`config.mk`:
```
export PLATFORM = sky130hd
export DESIGN_NAME = dma_err_status
export DESIGN_NICKNAME = d
export VERILOG_FILES = /design/src/rtl/dma_fault_pkg.sv /design/src/rtl/dma_err_status.sv
export SDC_FILE = /design/constraint.sdc
export NUM_CORES = 1
export LEC_CHECK = 0
export BUFFER_PORTS_ARGS = -buffer_cell sky130_fd_sc_hd__buf_2
export CAP_MARGIN = 20
export CELL_PAD_IN_SITES_DETAIL_PLACEMENT = 1
export CELL_PAD_IN_SITES_GLOBAL_PLACEMENT = 2
export CORE_ASPECT_RATIO = 1.4
export CORE_UTILIZATION = 21
export CTS_BUF_LIST = sky130_fd_sc_hd__clkbuf_4 sky130_fd_sc_hd__clkbuf_8 sky130_fd_sc_hd__clkbuf_16
export DETAILED_ROUTE_END_ITERATION = 8
export PLACE_DENSITY_LB_ADDON = 0.12
export SETUP_SLACK_MARGIN = 0.2
export SLEW_MARGIN = 10
export SYNTH_ARGS = -nofsm -noshare
export SYNTH_HDL_FRONTEND = slang
export SYNTH_SLANG_ARGS = --single-unit
```
`constraint.sdc`:
```
create_clock -name clk -period 1.05 [get_ports clk]
set_input_delay 0.0525 -clock clk [delete_from_list [all_inputs] [get_ports clk]]
set_output_delay 0.0525 -clock clk [all_outputs]
set_load 0.1 [all_outputs]
```
`src/rtl/dma_fault_pkg.sv`:
```
package dma_fault_pkg;

  localparam int CAUSE_N   = 8;
  localparam int SIZE_W    = 3;
  localparam int MASK_W    = 6;

  localparam int C_SADDR   = 0;
  localparam int C_DADDR   = 1;
  localparam int C_SOFS    = 2;
  localparam int C_DOFS    = 3;
  localparam int C_NBYTES  = 4;
  localparam int C_PRIO    = 5;
  localparam int C_RDBUS   = 6;
  localparam int C_WRBUS   = 7;

  function automatic logic size_legal(input logic [SIZE_W-1:0] code);
    return code <= 3'd5;
  endfunction

  // low-bit mask that must be zero for alignment; zero for illegal codes
  function automatic logic [MASK_W-1:0] size_mask(input logic [SIZE_W-1:0] code);
    logic [MASK_W-1:0] m;
    case (code)
      3'd0:    m = 6'h00;
      3'd1:    m = 6'h01;
      3'd2:    m = 6'h03;
      3'd3:    m = 6'h07;
      3'd4:    m = 6'h0F;
      3'd5:    m = 6'h1F;
      default: m = 6'h00;
    endcase
    return m;
  endfunction

endpackage

```
`src/rtl/dma_err_status.sv`:
```
module dma_err_status
  import dma_fault_pkg::*;
#(
  parameter int CH_W = 2
) (
  input  logic               clk,
  input  logic               rst,
  input  logic               cfg_fail,
  input  logic [5:0]         cfg_cause,
  input  logic [CH_W-1:0]    act_ch,
  input  logic               rd_err,
  input  logic               wr_err,
  input  logic [CH_W-1:0]    bus_ch,
  input  logic               clr,
  output logic               valid_o,
  output logic [CAUSE_N-1:0] cause_o,
  output logic [CH_W-1:0]    ch_o,
  output logic               ovf_o
);

  logic               bus_any, new_err, dual;
  logic [CAUSE_N-1:0] new_cause;
  logic [CH_W-1:0]    new_ch;

  always_comb begin
    bus_any   = rd_err || wr_err;
    new_err   = cfg_fail || bus_any;
    dual      = cfg_fail && bus_any;
    new_cause = cfg_fail ? {2'b00, cfg_cause} : {wr_err, rd_err, 6'b0};
    new_ch    = cfg_fail ? act_ch : bus_ch;
  end

  always_ff @(posedge clk) begin
    if (rst) begin
      valid_o <= 1'b0;
      cause_o <= '0;
      ch_o    <= '0;
      ovf_o   <= 1'b0;
    end else if (new_err && (!valid_o || clr)) begin
      valid_o <= 1'b1;
      cause_o <= new_cause;
      ch_o    <= new_ch;
      ovf_o   <= dual;
    end else if (new_err) begin
      ovf_o   <= 1'b1;
    end else if (clr) begin
      valid_o <= 1'b0;
      cause_o <= '0;
      ch_o    <= '0;
      ovf_o   <= 1'b0;
    end
  end

  // a held error stays put until cleared
  assert_hold_first_R9: assert property (@(posedge clk) disable iff (rst)
    valid_o && !clr |=> valid_o && $stable(cause_o) && $stable(ch_o));

  // a further error while one is held sets overflow
  assert_ovf_sets_R9: assert property (@(posedge clk) disable iff (rst)
    valid_o && !clr && (cfg_fail || rd_err || wr_err) |=> ovf_o);

  // a lone clear empties the register
  assert_clear_empties_R10: assert property (@(posedge clk) disable iff (rst)
    clr && !cfg_fail && !rd_err && !wr_err |=> !valid_o && !ovf_o && cause_o == '0);

endmodule

```
### Word-level counts from Yosys, hierarchy flattened

Cells that the tools add are included.

| word-level totals | value |
|---|---|
| register bits | 12 |
| output and inout port bits | 12 |
| word-level logic and storage cells | 27 |

| cells by class | value |
|---|---|
| equality and inequality tests | 1 |
| muxes and demuxes | 13 |
| reductions and logical operators | 9 |

Operators by type and width:

| kind | count |
|---|---|
| $mux W8 | 4 |
| $mux W2 | 4 |
| $mux W1 | 5 |
| $logic_or A1 B1 Y1 | 3 |
| $reduce_bool A3 Y1 | 1 |
| $logic_and A1 B1 Y1 | 2 |
| $ne A2 B1 Y1 const B | 1 |
| $reduce_and A2 Y1 | 1 |
| $reduce_bool A2 Y1 | 1 |
| $logic_not A1 Y1 | 1 |

### Longest topological paths before layout

| depth | value |
|---|---|
| depth after elaboration | 5 |
| depth in mapped cells | 4 |
| depth with buffers taken out | 3 |

### Least setup slack after synthesis

OpenSTA, ideal clock, no wires.

| path | value |
|---|---|
| kind | reg-to-reg |
| start | register valid_o |
| end | register cause_o[0] |
| arrival time | 1.625 ns |
| path slack | -0.694 ns |
| cell stages (with the launch flop) | 4 |
| path buffers | 0 |
| clock period less this slack | 1.744 ns |
| cell sequence | dfxtp_1 > nor2b_2 > nor3b_4 > a22o_1 |

| on the way | value |
|---|---|
| longest elaborated chain between the ends | 5 |

Ends and longest elaborated chain:

| element | RTL line | source |
|---|---|---|
| start, declared | dma_err_status.sv:15 | `output logic valid_o,` |
| start signal, assigned | dma_err_status.sv:35 | `valid_o <= 1'b0;` |
| start signal, assigned | dma_err_status.sv:40 | `valid_o <= 1'b1;` |
| start signal, assigned | dma_err_status.sv:47 | `valid_o <= 1'b0;` |
| $logic_not A1 Y1 * | dma_err_status.sv:39 | `end else if (new_err && (!valid_o \|\| clr)) begin` |
| $logic_or A1 B1 Y1 * | dma_err_status.sv:39 |  |
| $logic_and A1 B1 Y1 * | dma_err_status.sv:39 |  |
| $ne A2 B1 Y1 (no source line) or $reduce_bool A2 Y1 (tied branches) | - |  |
| $reduce_and A2 Y1 (no source line) | - |  |
| end signal, assigned | dma_err_status.sv:41 | `cause_o <= new_cause;` |
| end, declared | dma_err_status.sv:16 | `output logic [CAUSE_N-1:0] cause_o,` |

Mark *: on every way between the ends. The rest lies on a longest branch, timed or not.
A chain may end at the register's enable or synchronous reset.

### Worst setup path in the final report

| path | value |
|---|---|
| start | register valid_o |
| end | register cause_o[4] |

The elaborated chain is that of the path after synthesis.

==> impl_summary.md <==
Min path
The tightest min-delay check is of the input port to flip-flop type.

Synth
Synthesis inferred 12 register bits. The area of the mapped netlist is 499 sq um. A synthesized cell averages 11.1 sq um. The most common cell in the netlist is sky130_fd_sc_hd__dfxtp_1. In the synthesized netlist the dominant register cell turns out to be sky130_fd_sc_hd__dfxtp_1. Counting every net in the synthesized netlist gives 61. The count of flip-flops with a built-in enable after synthesis is 0. The total number of yosys warnings is 0.

Of all flip-flops after synthesis, the portion carrying an async set or reset was 0%. Sequential elements use 48.1% of the synthesized area. By count the netlist is led by 12 x sky130_fd_sc_hd__dfxtp_1, 8 x sky130_fd_sc_hd__a22o_1. The dominant cell type by area after synthesis is sky130_fd_sc_hd__dfxtp_1.

By area the synthesized netlist is led by sky130_fd_sc_hd__dfxtp_1 48%, sky130_fd_sc_hd__a22o_1 14%, sky130_fd_sc_hd__mux2_2 4.5%. The share of the synthesized area in the top cell type is 48.1%. The number of library cell types mapped by synthesis is 17. Counting every instance in the synthesized netlist gives 45.

STA
The final count of negative-setup-slack endpoints is 0. The final critical-path setup slack is 32.0 ps. The final clock period utilization by the worst path is 97.0%. The clock period minus worst slack is 1020 ps.

Summed over all failing endpoints, the final setup total negative slack is 0 ps. The number of max-slew violations in the final report came to 0. The highest achievable clock rate is 982 MHz. The setup skew after layout is 2.44 ps. The worst pin sits at a relative slew slack of 80.9%.

At the pin with the least slew margin, the transition time is 284 ps. The final hold violation count is 0. Setup repair after global routing could not meet its margin everywhere.

Critical path
The startpoint kind of the worst setup timing path is a flip-flop. For the worst flop-to-flop path, the logic depth is 3. In this run the worst path has a maximum fanout of 6. For the worst setup path, the data required time is 1260 ps. The most critical setup path has its startpoint at valid_o$_SDFFE_PP0P_. The worst setup path is captured at a flip-flop. In this run the register-to-register setup slack is 30 ps. The worst setup path endpoint is cause_o[4]$_SDFFE_PP0P_. Data on the critical path arrives at its endpoint at 1230 ps. In this design, the stage delay of the slowest critical-path cell is 360 ps.

The endpoint of the most critical register-to-register path is cause_o[4]$_SDFFE_PP0P_. The critical path goes through nor2b_4 -> nor3b_4 -> a22o_1. For this design, the slowest cell found on the critical path is sky130_fd_sc_hd__dfxtp_4.

The startpoint of the worst-slack reg-to-reg timing path is valid_o$_SDFFE_PP0P_. By startpoint and endpoint, the worst setup path is classified as flip-flop to flip-flop.

Global route
Entering global routing, the biggest net connects 10 pins. The total global routing overflow is 0. The via count of the first global-routing pass is 532. The overall global routing resource usage is 11.6%. The number of antenna violations at the first check in global routing is 0. The first global-routing pass estimated 2280 microns of wire.

CTS
The CTS sink count is 12. The number of levels the H-tree was split into is 1. The root buffer cell is sky130_fd_sc_hd__clkbuf_4. Counting along the longest clock path gives a buffer depth of 2. The CTS tree is done. The clock latency of the later-clocked register in the worst-skew pair is 260 ps. The TritonCTS buffer count is 3. Clock-pin slew was measured on the worst setup and hold paths at 80 ps.

Power and ir drop
Total power for the finished layout comes to 1.31 mW. The worst-case IR drop observed on VDD is 624 uV. For this design the static power due to leakage is 0.394 nW.

The total power divided by cell area is 1390 nW/um^2.

Route
The final antenna-violating net count is 0. Dividing the detail-routed wire length by the instance count gives 13.0 microns. The total via count in the routed design is 470.

In the routed layout, each cell is associated on average with a via count of 4.61. The count of TritonRoute iterations in the first routing pass is 1. The total wire length after detailed routing is 1320 microns. After the first detailed-routing iteration, the DRC count stood at 0. After detailed routing, the number of remaining DRC violations is 0.

Final layout
The repair_antennas step left the layout with diodes totalling 0. The area growth from synthesis to layout is 89.2%. In the final layout, the share of cells above drive strength 1 is 67.5%. Cells fill 42.9% of the core in the end.

After the last flow step, the layout net total stands at 97.

Place
The HPWL reported at the end of detailed placement is 1110 microns. The congestion estimate from routability-driven global placement came to 0.709. Port buffering added 27 buffers. At the placement stage, the worst setup path has a slack of 15.4 ps.

Job
Across the run, the number of max-cap violations was 0.

Floorplan
Measured along the y axis, the die boundary spans 59.7 microns. The floorplan row count is 20. 28 I/O pins were placed. For this configuration, the core starts out at a cell density of 22.7%. The chip width is 43.2 microns. The core box area is 2200 sq um. The area enclosed by the die boundary is 2580 sq um.

Outcome
The run finished with clean final reports.
[registers in the layout, indices dropped and copies added (netlist names)]
| register | cells |
|---|---|
| cause_o | 8 |
| valid_o | 1 |
| ch_o | 2 |
| ovf_o | 1 |
[cells in the final DEF, fill, tap and decap left out, types with 2 or more instances in the layout]
cell type	netlist	routed
sky130_fd_sc_hd__a21oi_2	0	2
sky130_fd_sc_hd__a22o_1	8	8
sky130_fd_sc_hd__buf_12	0	12
sky130_fd_sc_hd__buf_2	0	15
sky130_fd_sc_hd__buf_4	0	3
sky130_fd_sc_hd__clkbuf_4	0	3
sky130_fd_sc_hd__dfxtp_2	0	9
sky130_fd_sc_hd__dfxtp_4	0	3
sky130_fd_sc_hd__dlygate4sd3_1	0	2
sky130_fd_sc_hd__mux2_2	2	2
sky130_fd_sc_hd__nand3b_1	3	3
sky130_fd_sc_hd__nor2_1	3	3
sky130_fd_sc_hd__nor2b_1	2	2
sky130_fd_sc_hd__o21ai_0	3	2
[kinds of logic after synthesis]
family	after synthesis	share of synthesized area [%]
AOI/OAI and AO/OA	16	23.1
and+or+nand+nor	14	22.1
DFF	12	48.1
muxes	2	4.51
buffers and inverters	1	2.26
[routing by layer]
| metal | track usage, % | vias up | routed length (microns) |
|---|---|---|---|
| met1 | 13.6 | 208 | 546 |
| met5 | 0 | - | 0 |
| met3 | 3.93 | 0 | 128 |
| li1 | - | 238 | - |
| met2 | 20.3 | 24 | 648 |
| met4 | 2.60 | 0 | 0 |
[how the worst min path moves through the flow]
| stage | from | to | slack (ps) | cells after the start |
|---|---|---|---|---|
| 2_1_floorplan | rst | cause_o[6]$_SDFFE_PP0P_ | 110 | 1 |
| 3_3_place_gp | cfg_cause[1] | cause_o[1]$_SDFFE_PP0P_ | 280 | 2 |
| 3_5_place_dp | cfg_cause[2] | cause_o[2]$_SDFFE_PP0P_ | 280 | 2 |
| 4_1_cts | cfg_cause[5] | cause_o[5]$_SDFFE_PP0P_ | 0.02 | 2 |
| 5_1_grt | cfg_cause[0] | cause_o[0]$_SDFFE_PP0P_ | 2 | 2 |
| 6_report | cfg_cause[5] | cause_o[5]$_SDFFE_PP0P_ | 6 | 2 |
[area by class of cell]
type                    count  area [sq um]
well taps                  22          27.5
flip-flops and latches     12           263
clock buffers               4          36.3
fillers                   249          1260
repair buffers             32           358
multi-input cells          32           260
[critical path: cells and delay by family (launching register included)]
family / cells / cell delay, ps
and+or+nand+nor: 2 / 410
DFF: 1 / 360
AOI/OAI and AO/OA: 1 / 190
[power breakdown]
part	total [mW]	internal (mW)	switching, mW
clock network	0.363	0.210	0.153
registers	0.511	0.483	0.0286
logic	0.437	0.174	0.263
total	1.31	0.867	0.444
[stage by stage]
step / cells / hold slack [ps] / area [sq um]
6_report: 102 / 5.73 / 945
3_5_place_dp: 95 / 284 / 873
5_1_grt: 102 / 1.76 / 945
3_3_place_gp: 95 / 281 / 873
4_1_cts: 102 / 0.0211 / 941
2_1_floorplan: 45 / 112 / 527
[repair_timing]
item | in CTS | in global routing
buffers inserted | 1 | 0
resized for setup | 2 | 1
setup endpoints to repair | 23 | 23
hold buffers | 2 | 0
pin swaps | 7 | 3
hold endpoints to repair | 2 | 0
gates cloned | 0 | 0
Power figures use the tool's default switching activity.
